File: src/rtl/lrd_pkg.sv
package lrd_pkg;

  typedef enum logic [1:0] {
    AT_FWD_A  = 2'd0,
    AT_RDONLY = 2'd1,
    AT_FWD_B  = 2'd2,
    AT_RDWR   = 2'd3
  } attr_e;

  typedef enum logic [1:0] {
    RG_OUTSIDE = 2'd0,
    RG_VIDEO   = 2'd1,
    RG_SEG     = 2'd2,
    RG_TOP     = 2'd3
  } region_e;

  localparam logic [7:0] ATTR_BASE_OFF  = 8'h59;
  localparam logic [7:0] SMRAM_OFF      = 8'h72;
  localparam logic [7:0] SMRAM_RESET    = 8'h02;
  localparam int         SMRAM_OPEN_BIT = 6;
  localparam int         SMRAM_SMM_BIT  = 3;
  localparam int         HI_FIELD_LSB   = 4;
  localparam int         SEG_SHIFT      = 14;

endpackage

File: src/rtl/lrd_cfg_regs.sv
module lrd_cfg_regs
  import lrd_pkg::*;
#(
  parameter int NUM_SEG = 12,
  parameter int OFF_W   = 8,
  parameter int DATA_W  = 8
) (
  input  logic                 clk,
  input  logic                 rst,
  input  logic                 cfg_we,
  input  logic [OFF_W-1:0]     cfg_off,
  input  logic [DATA_W-1:0]    cfg_wdata,
  output logic [1:0]           top_attr,
  output logic [NUM_SEG*2-1:0] seg_attr_flat,
  output logic                 smram_open,
  output logic                 smram_smm_en
);

  logic cfg_bits_unused;
  assign cfg_bits_unused = ^{cfg_wdata[7], cfg_wdata[2]};

  // top 64 KB field: byte 0x59, bits 5:4
  always_ff @(posedge clk) begin
    if (rst)
      top_attr <= 2'b00;
    else if (cfg_we && cfg_off == ATTR_BASE_OFF)
      top_attr <= cfg_wdata[HI_FIELD_LSB +: 2];
  end

  // one 2-bit field per 16 KB segment, two segments per byte
  for (genvar s = 0; s < NUM_SEG; s++) begin : g_seg
    localparam logic [OFF_W-1:0] SEG_OFF = ATTR_BASE_OFF + OFF_W'(1 + (s >> 1));
    localparam int               SEG_LSB = (s & 1) * HI_FIELD_LSB;
    always_ff @(posedge clk) begin
      if (rst)
        seg_attr_flat[s*2 +: 2] <= 2'b00;
      else if (cfg_we && cfg_off == SEG_OFF)
        seg_attr_flat[s*2 +: 2] <= cfg_wdata[SEG_LSB +: 2];
    end
  end

  // SMRAM control: only the two bits the decoder uses are kept
  always_ff @(posedge clk) begin
    if (rst) begin
      smram_open   <= SMRAM_RESET[SMRAM_OPEN_BIT];
      smram_smm_en <= SMRAM_RESET[SMRAM_SMM_BIT];
    end else if (cfg_we && cfg_off == SMRAM_OFF) begin
      smram_open   <= cfg_wdata[SMRAM_OPEN_BIT];
      smram_smm_en <= cfg_wdata[SMRAM_SMM_BIT];
    end
  end

  logic rst_d;
  always_ff @(posedge clk) begin
    rst_d <= rst;
    if (rst_d && !rst) begin
      assert_smram_reset_R1: assert (!smram_open && !smram_smm_en && top_attr == 2'b00)
        else $error("control bits not at reset value after reset");
    end
  end

  assert_smram_write_R11: assert property (@(posedge clk) disable iff (rst)
    (cfg_we && cfg_off == SMRAM_OFF) |=>
      (smram_open == $past(cfg_wdata[SMRAM_OPEN_BIT]) &&
       smram_smm_en == $past(cfg_wdata[SMRAM_SMM_BIT])));

  assert_cfg_hold_R11: assert property (@(posedge clk) disable iff (rst)
    (!cfg_we) |=> ($stable(top_attr) && $stable(seg_attr_flat) &&
                   $stable(smram_open) && $stable(smram_smm_en)));

endmodule

File: src/rtl/lrd_region_map.sv
module lrd_region_map
  import lrd_pkg::*;
#(
  parameter int ADDR_W    = 32,
  parameter int SEG_IDX_W = 4
) (
  input  logic [ADDR_W-1:0]    acc_addr,
  output region_e              region,
  output logic [SEG_IDX_W-1:0] seg_idx
);

  localparam logic [19:0] LEGACY_LO = 20'hA0000;

  logic        hi_zero;
  logic [19:0] low;

  assign low = acc_addr[19:0];

  if (ADDR_W > 20) begin : g_hi
    assign hi_zero = (acc_addr[ADDR_W-1:20] == '0);
  end else begin : g_nohi
    assign hi_zero = 1'b1;
  end

  always_comb begin
    if (!hi_zero || low < LEGACY_LO)
      region = RG_OUTSIDE;
    else if (low[19:17] == 3'b101)
      region = RG_VIDEO;
    else if (low[19:16] == 4'hF)
      region = RG_TOP;
    else
      region = RG_SEG;
  end

  // C0000 has bits 17:14 clear, so these bits index the segment directly
  assign seg_idx = low[SEG_SHIFT +: SEG_IDX_W];

endmodule

File: src/rtl/lrd_attr_select.sv
module lrd_attr_select
  import lrd_pkg::*;
#(
  parameter int NUM_SEG   = 12,
  parameter int SEG_IDX_W = 4
) (
  input  region_e              region,
  input  logic [SEG_IDX_W-1:0] seg_idx,
  input  logic [1:0]           top_attr,
  input  logic [NUM_SEG*2-1:0] seg_attr_flat,
  output attr_e                attr
);

  localparam int SLOTS = 1 << SEG_IDX_W;

  logic [1:0] slot_attr [SLOTS];

  for (genvar s = 0; s < SLOTS; s++) begin : g_slot
    if (s < NUM_SEG) begin : g_used
      assign slot_attr[s] = seg_attr_flat[s*2 +: 2];
    end else begin : g_pad
      assign slot_attr[s] = 2'b00;
    end
  end

  always_comb begin
    unique case (region)
      RG_TOP:  attr = attr_e'(top_attr);
      RG_SEG:  attr = attr_e'(slot_attr[seg_idx]);
      default: attr = AT_FWD_A;
    endcase
  end

endmodule

File: src/rtl/lrd_route_reg.sv
module lrd_route_reg
  import lrd_pkg::*;
(
  input  logic    clk,
  input  logic    rst,
  input  region_e region,
  input  attr_e   attr,
  input  logic    smram_open,
  input  logic    smram_smm_en,
  input  logic    smm_active,
  input  logic    acc_write,
  output logic    dram_sel,
  output logic    wr_block
);

  logic dram_nxt;
  logic block_nxt;

  always_comb begin
    dram_nxt  = 1'b0;
    block_nxt = 1'b0;
    unique case (region)
      RG_OUTSIDE: dram_nxt = 1'b1;
      RG_VIDEO:   dram_nxt = smram_open || (smm_active && smram_smm_en);
      default: begin
        unique case (attr)
          AT_RDWR:   dram_nxt = 1'b1;
          AT_RDONLY: begin
            dram_nxt  = 1'b1;
            block_nxt = acc_write;
          end
          default:   dram_nxt = 1'b0;
        endcase
      end
    endcase
  end

  always_ff @(posedge clk) begin
    if (rst) begin
      dram_sel <= 1'b0;
      wr_block <= 1'b0;
    end else begin
      dram_sel <= dram_nxt;
      wr_block <= block_nxt;
    end
  end

  assert_outside_dram_R10: assert property (@(posedge clk) disable iff (rst)
    (region == RG_OUTSIDE) |=> (dram_sel && !wr_block));

  assert_read_not_blocked_R6: assert property (@(posedge clk) disable iff (rst)
    (!acc_write) |=> !wr_block);

  assert_video_closed_R8: assert property (@(posedge clk) disable iff (rst)
    (region == RG_VIDEO && !smram_open && !smram_smm_en) |=> (!dram_sel && !wr_block));

  assert_block_implies_dram_R6: assert property (@(posedge clk) disable iff (rst)
    wr_block |-> dram_sel);

endmodule

File: src/rtl/legacy_region_decoder.sv
module legacy_region_decoder
  import lrd_pkg::*;
#(
  parameter int ADDR_W  = 32,
  parameter int NUM_SEG = 12
) (
  input  logic              clk,
  input  logic              rst,
  input  logic              cfg_we,
  input  logic [7:0]        cfg_off,
  input  logic [7:0]        cfg_wdata,
  input  logic              smm_active,
  input  logic [ADDR_W-1:0] acc_addr,
  input  logic              acc_write,
  output logic              dram_sel,
  output logic              wr_block
);

  localparam int SEG_IDX_W = $clog2(NUM_SEG);

  logic [1:0]           top_attr;
  logic [NUM_SEG*2-1:0] seg_attr_flat;
  logic                 smram_open;
  logic                 smram_smm_en;
  region_e              region;
  logic [SEG_IDX_W-1:0] seg_idx;
  attr_e                attr;

  lrd_cfg_regs #(.NUM_SEG(NUM_SEG), .OFF_W(8), .DATA_W(8)) u_regs (
    .clk          (clk),
    .rst          (rst),
    .cfg_we       (cfg_we),
    .cfg_off      (cfg_off),
    .cfg_wdata    (cfg_wdata),
    .top_attr     (top_attr),
    .seg_attr_flat(seg_attr_flat),
    .smram_open   (smram_open),
    .smram_smm_en (smram_smm_en)
  );

  lrd_region_map #(.ADDR_W(ADDR_W), .SEG_IDX_W(SEG_IDX_W)) u_map (
    .acc_addr(acc_addr),
    .region  (region),
    .seg_idx (seg_idx)
  );

  lrd_attr_select #(.NUM_SEG(NUM_SEG), .SEG_IDX_W(SEG_IDX_W)) u_sel (
    .region       (region),
    .seg_idx      (seg_idx),
    .top_attr     (top_attr),
    .seg_attr_flat(seg_attr_flat),
    .attr         (attr)
  );

  lrd_route_reg u_route (
    .clk         (clk),
    .rst         (rst),
    .region      (region),
    .attr        (attr),
    .smram_open  (smram_open),
    .smram_smm_en(smram_smm_en),
    .smm_active  (smm_active),
    .acc_write   (acc_write),
    .dram_sel    (dram_sel),
    .wr_block    (wr_block)
  );

  assert_smm_ignored_R9: assert property (@(posedge clk) disable iff (rst)
    (region == RG_VIDEO && !smram_smm_en && !smram_open) |=> !dram_sel);

endmodule

File: config.mk
export PLATFORM = sky130hd
export DESIGN_NAME = legacy_region_decoder
export DESIGN_NICKNAME = d
export VERILOG_FILES = /design/src/rtl/lrd_pkg.sv /design/src/rtl/lrd_cfg_regs.sv /design/src/rtl/lrd_region_map.sv /design/src/rtl/lrd_attr_select.sv /design/src/rtl/lrd_route_reg.sv /design/src/rtl/legacy_region_decoder.sv
export SDC_FILE = /design/constraint.sdc
export NUM_CORES = 1
export LEC_CHECK = 0
export ABC_AREA = 1
export BUFFER_PORTS_ARGS = -buffer_cell sky130_fd_sc_hd__clkbuf_2
export CAP_MARGIN = 5
export CORE_ASPECT_RATIO = 1.25
export CORE_MARGIN = 10
export CORE_UTILIZATION = 53
export DETAILED_ROUTE_END_ITERATION = 10
export PLACE_DENSITY = 0.84
export SLEW_MARGIN = 20
export SYNTH_ARGS = -nofsm -noshare
export SYNTH_HDL_FRONTEND = slang
export SYNTH_SLANG_ARGS = --single-unit
export TNS_END_PERCENT = 5
File: constraint.sdc
create_clock -name clk -period 3.3 [get_ports clk]
set_input_delay 0.66 -clock clk [delete_from_list [all_inputs] [get_ports clk]]
set_output_delay 0.66 -clock clk [all_outputs]
set_load 0.05 [all_outputs]
# Word-level counts from Yosys, hierarchy flattened
# Cells that the tools add are included.
[word_totals] register_bits=30 inputBits=53 output_inout_bits=2 wordCells=61
[op_classes] n_lt_le_gt_ge=2 n_eq_ne=15 n_mux=9 bitwise=2 n_reduce_logical=16
[op_table] op="$eq 8x7->1 const B" count=8
[op_table] op="$lt 20x20->1 const B" count=1
[op_table] op="$logic_not 12->1" count=1
[op_table] op="$logic_and 1x1->1" count=9
[op_table] op="$bmux 2 s4" count=1
[op_table] op="$mux 2" count=4
[op_table] op="$eq 2x2->1 const B" count=3
[op_table] op="$ge 5x5->1 const B" count=1
[op_table] op="$not 4->5" count=1
[op_table] op="$eq 2x1->1 const B" count=2
[op_table] op="$eq 4x4->1 const B" count=1
[op_table] op="$pmux 2 s2" count=1
[op_table] op="$reduce_or 4->1" count=1
[op_table] op="$eq 3x3->1 const B" count=1
[op_table] op="$logic_not 2->1" count=1
[op_table] op="$logic_or 1x1->1" count=2
[op_table] op="$mux 1" count=2
[op_table] op="$pmux 1 s2" count=1
[op_table] op="$reduce_or 2->1" count=1
[op_table] op="$logic_not 1->1" count=1
[op_table] op="$not 1->1" count=1

# Longest topological paths before layout
[depth] depth_word=10 mapped_depth=12 ltp_nobuf=11

# By module
# Synthesis repeated with hierarchy kept, for this count alone.
[unflattened] hier_cells=327 hier_area_um2=1875.5
[modules_own_cells] module="lrd_cfg_regs" instances=1 cells_each=210 area_per_inst_um2=1330.0 seq_area_each_um2=560.5
[modules_own_cells] module="lrd_attr_select" instances=1 cells_each=76 area_per_inst_um2=322.8 seq_area_each_um2=0.0
[modules_own_cells] module="lrd_region_map" instances=1 cells_each=27 area_per_inst_um2=122.6 seq_area_each_um2=0.0
[modules_own_cells] module="lrd_route_reg" instances=1 cells_each=14 area_per_inst_um2=100.1 seq_area_each_um2=40.0

# Worst setup path after synthesis
# No wires, ideal clock.
[synth_timing] path_kind="input port to flip-flop" start="input port cfg_off[6]" end="register u_regs.seg_attr_flat[0]" setup_time_ps=124 arrival_time_ps=1453 t_required_ps=3176 slack_ps=1722 stages=7 path_cell_list="inv_1 > nor2_2 > nand2_1 > nor2_4 > nand4_1 > o21ai_0 > a21oi_1"
[synth_via] elab_chain_cells=2
[synth_rtl] item="start: declaration" line_no="legacy_region_decoder.sv:10" text="input logic [7:0] cfg_off,"
[synth_rtl] item="$eq 8x7->1" line_no="lrd_cfg_regs.sv:37" text="else if (cfg_we && cfg_off == SEG_OFF)"
[synth_rtl] item="$logic_and 1x1->1" line_no="lrd_cfg_regs.sv:37"
[synth_rtl] item="end signal: indexed assignment" line_no="lrd_cfg_regs.sv:38" text="seg_attr_flat[s*2 +: 2] <= cfg_wdata[SEG_LSB +: 2];"
[synth_rtl] item="end: declaration" line_no="lrd_cfg_regs.sv:14" text="output logic [NUM_SEG*2-1:0] seg_attr_flat,"
# No other way between the ends.
# A chain may end at the register's enable or synchronous reset.

# Worst setup path in the final report
[layout_timing] start="register u_route.wr_block" end="output port wr_block"
[layout_lines] item="start: declaration" line_no="lrd_route_reg.sv:13" text="output logic wr_block"
[layout_lines] item="start signal: assignment" line_no="lrd_route_reg.sv:44" text="wr_block <= block_nxt;"
[layout_lines] item="end: declaration" line_no="legacy_region_decoder.sv:16" text="output logic wr_block"
# No word-level cell between the ends.

==> impl_metrics.toml <==
[outcome]
outcome = "finished, final reports clean"

[synth]
synth_cell_type_count = 25
yosysWarningCount = 0
synth-main-ff-cell = "dfxtp_1"
syn_inst = 235
yosysTopAreaCell = "dfxtp_1"
syn-num-nets = 288
syn_area_per_cell_um2 = 6.82
ys_ff_latch = 30
synth_async_sr_flop_share_pct = 0
syn_area_um2 = 1600
synth-edff-count = 0
ys_seq_area_share_pct = 37.5
synthDominantCellAreaShare_pct = 37.5
synth_area_leaders = "dfxtp_1 37%, nand2_1 11%, a21oi_1 9.1%"

[placement]
place_congestion = 0.824
hpwl_mm = 2.99
portBuffers = 38
placed_cells = 303

[worst_hold_path]
worstHoldPathType = "flip-flop to flip-flop"
hold-path-cell-count = 2

[detailed_routing]
wl_per_cell_um = 12.2
firstDrtPassIters = 4
postRouteWirelength_mm = 3.80
num_vias = 1599
postRouteAntennaNets = 0
drtIter0Drc = 49
vias_per_cell = 5.14
drc = 0

[die]
dieHeight_um = 81.5
dieArea_um2 = 5640
start_util_pct = 54.9
io-pin-count = 55
fp-row-count = 22
core_area_um2 = 2920
fp.dieW_um = 69.2

[clock_tree]
clk_latency_ns = 0.34
root_buffer = "clkbuf_4"
cts_tree = "built"
cts_setup_buffers = 0
htree_num_levels = 2
cts-buffers-inserted = 5
clock_path_buffers = 2
postCtsHoldBufs = 0
cts_resized = 0
cts_sinks = 30
clk_pin_slew_worst_paths_ns = 0.09

[finish]
post-route-util_pct = 64.3
drive_above_1_share_pct = 23.3
fillers = 295
instances_no_fill = 311
layout_common_cells = "47 x nand2_1, 38 x clkbuf_2, 31 x inv_1"
diodes = 0
final_common_cell = "nand2_1"
nNetsFinal = 327
area_delta_synth_final_pct = 17.0

[global_routing]
grt_pass1_wl_mm = 6.51
grt_usage_pct = 13.7
grt_max_degree = 31
antenna_found_initial = 0
first_global_vias = 1585
overflow = 0

[critical_path]
cpLargestDelayFamily = "flip-flops"
critPathMaxFanout = 1
cp_cell_sequence = "clkbuf_2"
crit_cells = 1
start_kind = "flip-flop"
cp_slowest_stage_delay_ns = 0.31
worst_r2r_path_depth = 10
slowest_stage = "dfxtp_1"
worstPathArrival_ns = 0.92
crit_buf_inv = 1
worstSetupPathType = "flip-flop to primary output"
required_ns = 2.64
critPathCaptureType = "primary output"

[run]
drv_cap = 0

[timing]
worst_pin_slew_ns = 0.723
setup_viol = 0
hold_violations = 0
finClkSkew_ns = 0.00643
fin_tns_setup_ns = 0
timing.fmax_ghz = 0.634
slew_headroom_pct = 51.7
rsz0062_at_grt = "false"
min_period_ns = 1.58
final.period_utilization_pct = 47.8
report.final.slew_viol_count = 0
whs_ns = 0.449

[power_and_ir_drop]
power_density_nw_per_um2 = 381
p_leak_nw = 0.865
ir_drop_mv = 0.235
total_power_w = 0.000715
==> through the flow <==
step,cell area (µm²),setup WS (ns)
detailed placement,1800,1.38
finish,1880,1.72
CTS,1880,1.71
global route,1880,1.51
global placement,1800,1.43
floorplan,1600,1.72
==> power by group <==
group | internal, W | total, W | switching, W
registers | 0.000363 | 0.000364 | 0.000000513
clock network | 0.000145 | 0.000271 | 0.000125
logic | 0.0000293 | 0.0000802 | 0.0000508
total | 0.000538 | 0.000715 | 0.000177
==> sequential cells by signal (all words and copies together) (netlist names) <==
name                  cells
u_regs.smram_smm_en       1
u_regs.top_attr           2
u_route.dram_sel          1
u_regs.seg_attr_flat     24
u_route.wr_block          1
u_regs.smram_open         1
==> layer usage <==
| layer | GRT usage (%) | routed length, µm | up-vias |
|---|---|---|---|
| met5 | 0 | 0 | - |
| met4 | 7.06 | 110 | 0 |
| met3 | 4.70 | 208 | 10 |
| met2 | 25.3 | 1990 | 37 |
| met1 | 13.6 | 1480 | 713 |
| li1 | - | - | 839 |
==> area by class of cell <==
class	count	area, µm²	area share, %
Tap cell	36	45.0	2.40
Timing Repair Buffer	38	190	10.1
Multi-Input combinational cell	165	833	44.4
Clock buffer	8	78.8	4.20
Inverter	34	128	6.80
Sequential cell	30	601	32.0
==> synth_stat cells (2+ instances only) <==
cell,n
nor2_8,2
buf_6,2
nor3_1,3
nand2_2,3
buf_1,2
nor3_2,2
nor2_1,19
o21ai_1,7
o21ai_0,22
inv_1,31
nand2_1,47
nor2_4,2
nand3_1,19
nor2_2,2
dfxtp_1,30
a21oi_1,29
inv_2,3
nand4_1,3
==> cell families after synthesis <==
group | Yosys count | share of synthesized area (%)
simple gates | 105 | 32.9
compound gates | 60 | 19.1
buf+inv | 40 | 10.5
flops | 30 | 37.5
==> path summary, 6_finish.rpt <==
kind / start / to / slack (ns)
max: u_route.wr_block$_SDFF_PP0_ / wr_block / 1.72
min reg2reg: u_regs.seg_attr_flat[0]$_SDFFE_PP0P_ / u_regs.seg_attr_flat[0]$_SDFFE_PP0P_ / 0.45
min: u_regs.seg_attr_flat[0]$_SDFFE_PP0P_ / u_regs.seg_attr_flat[0]$_SDFFE_PP0P_ / 0.45
max reg2reg: u_regs.seg_attr_flat[6]$_SDFFE_PP0P_ / u_route.dram_sel$_SDFF_PP0_ / 2.21
No activity file was read; power rests on OpenSTA's default activity.
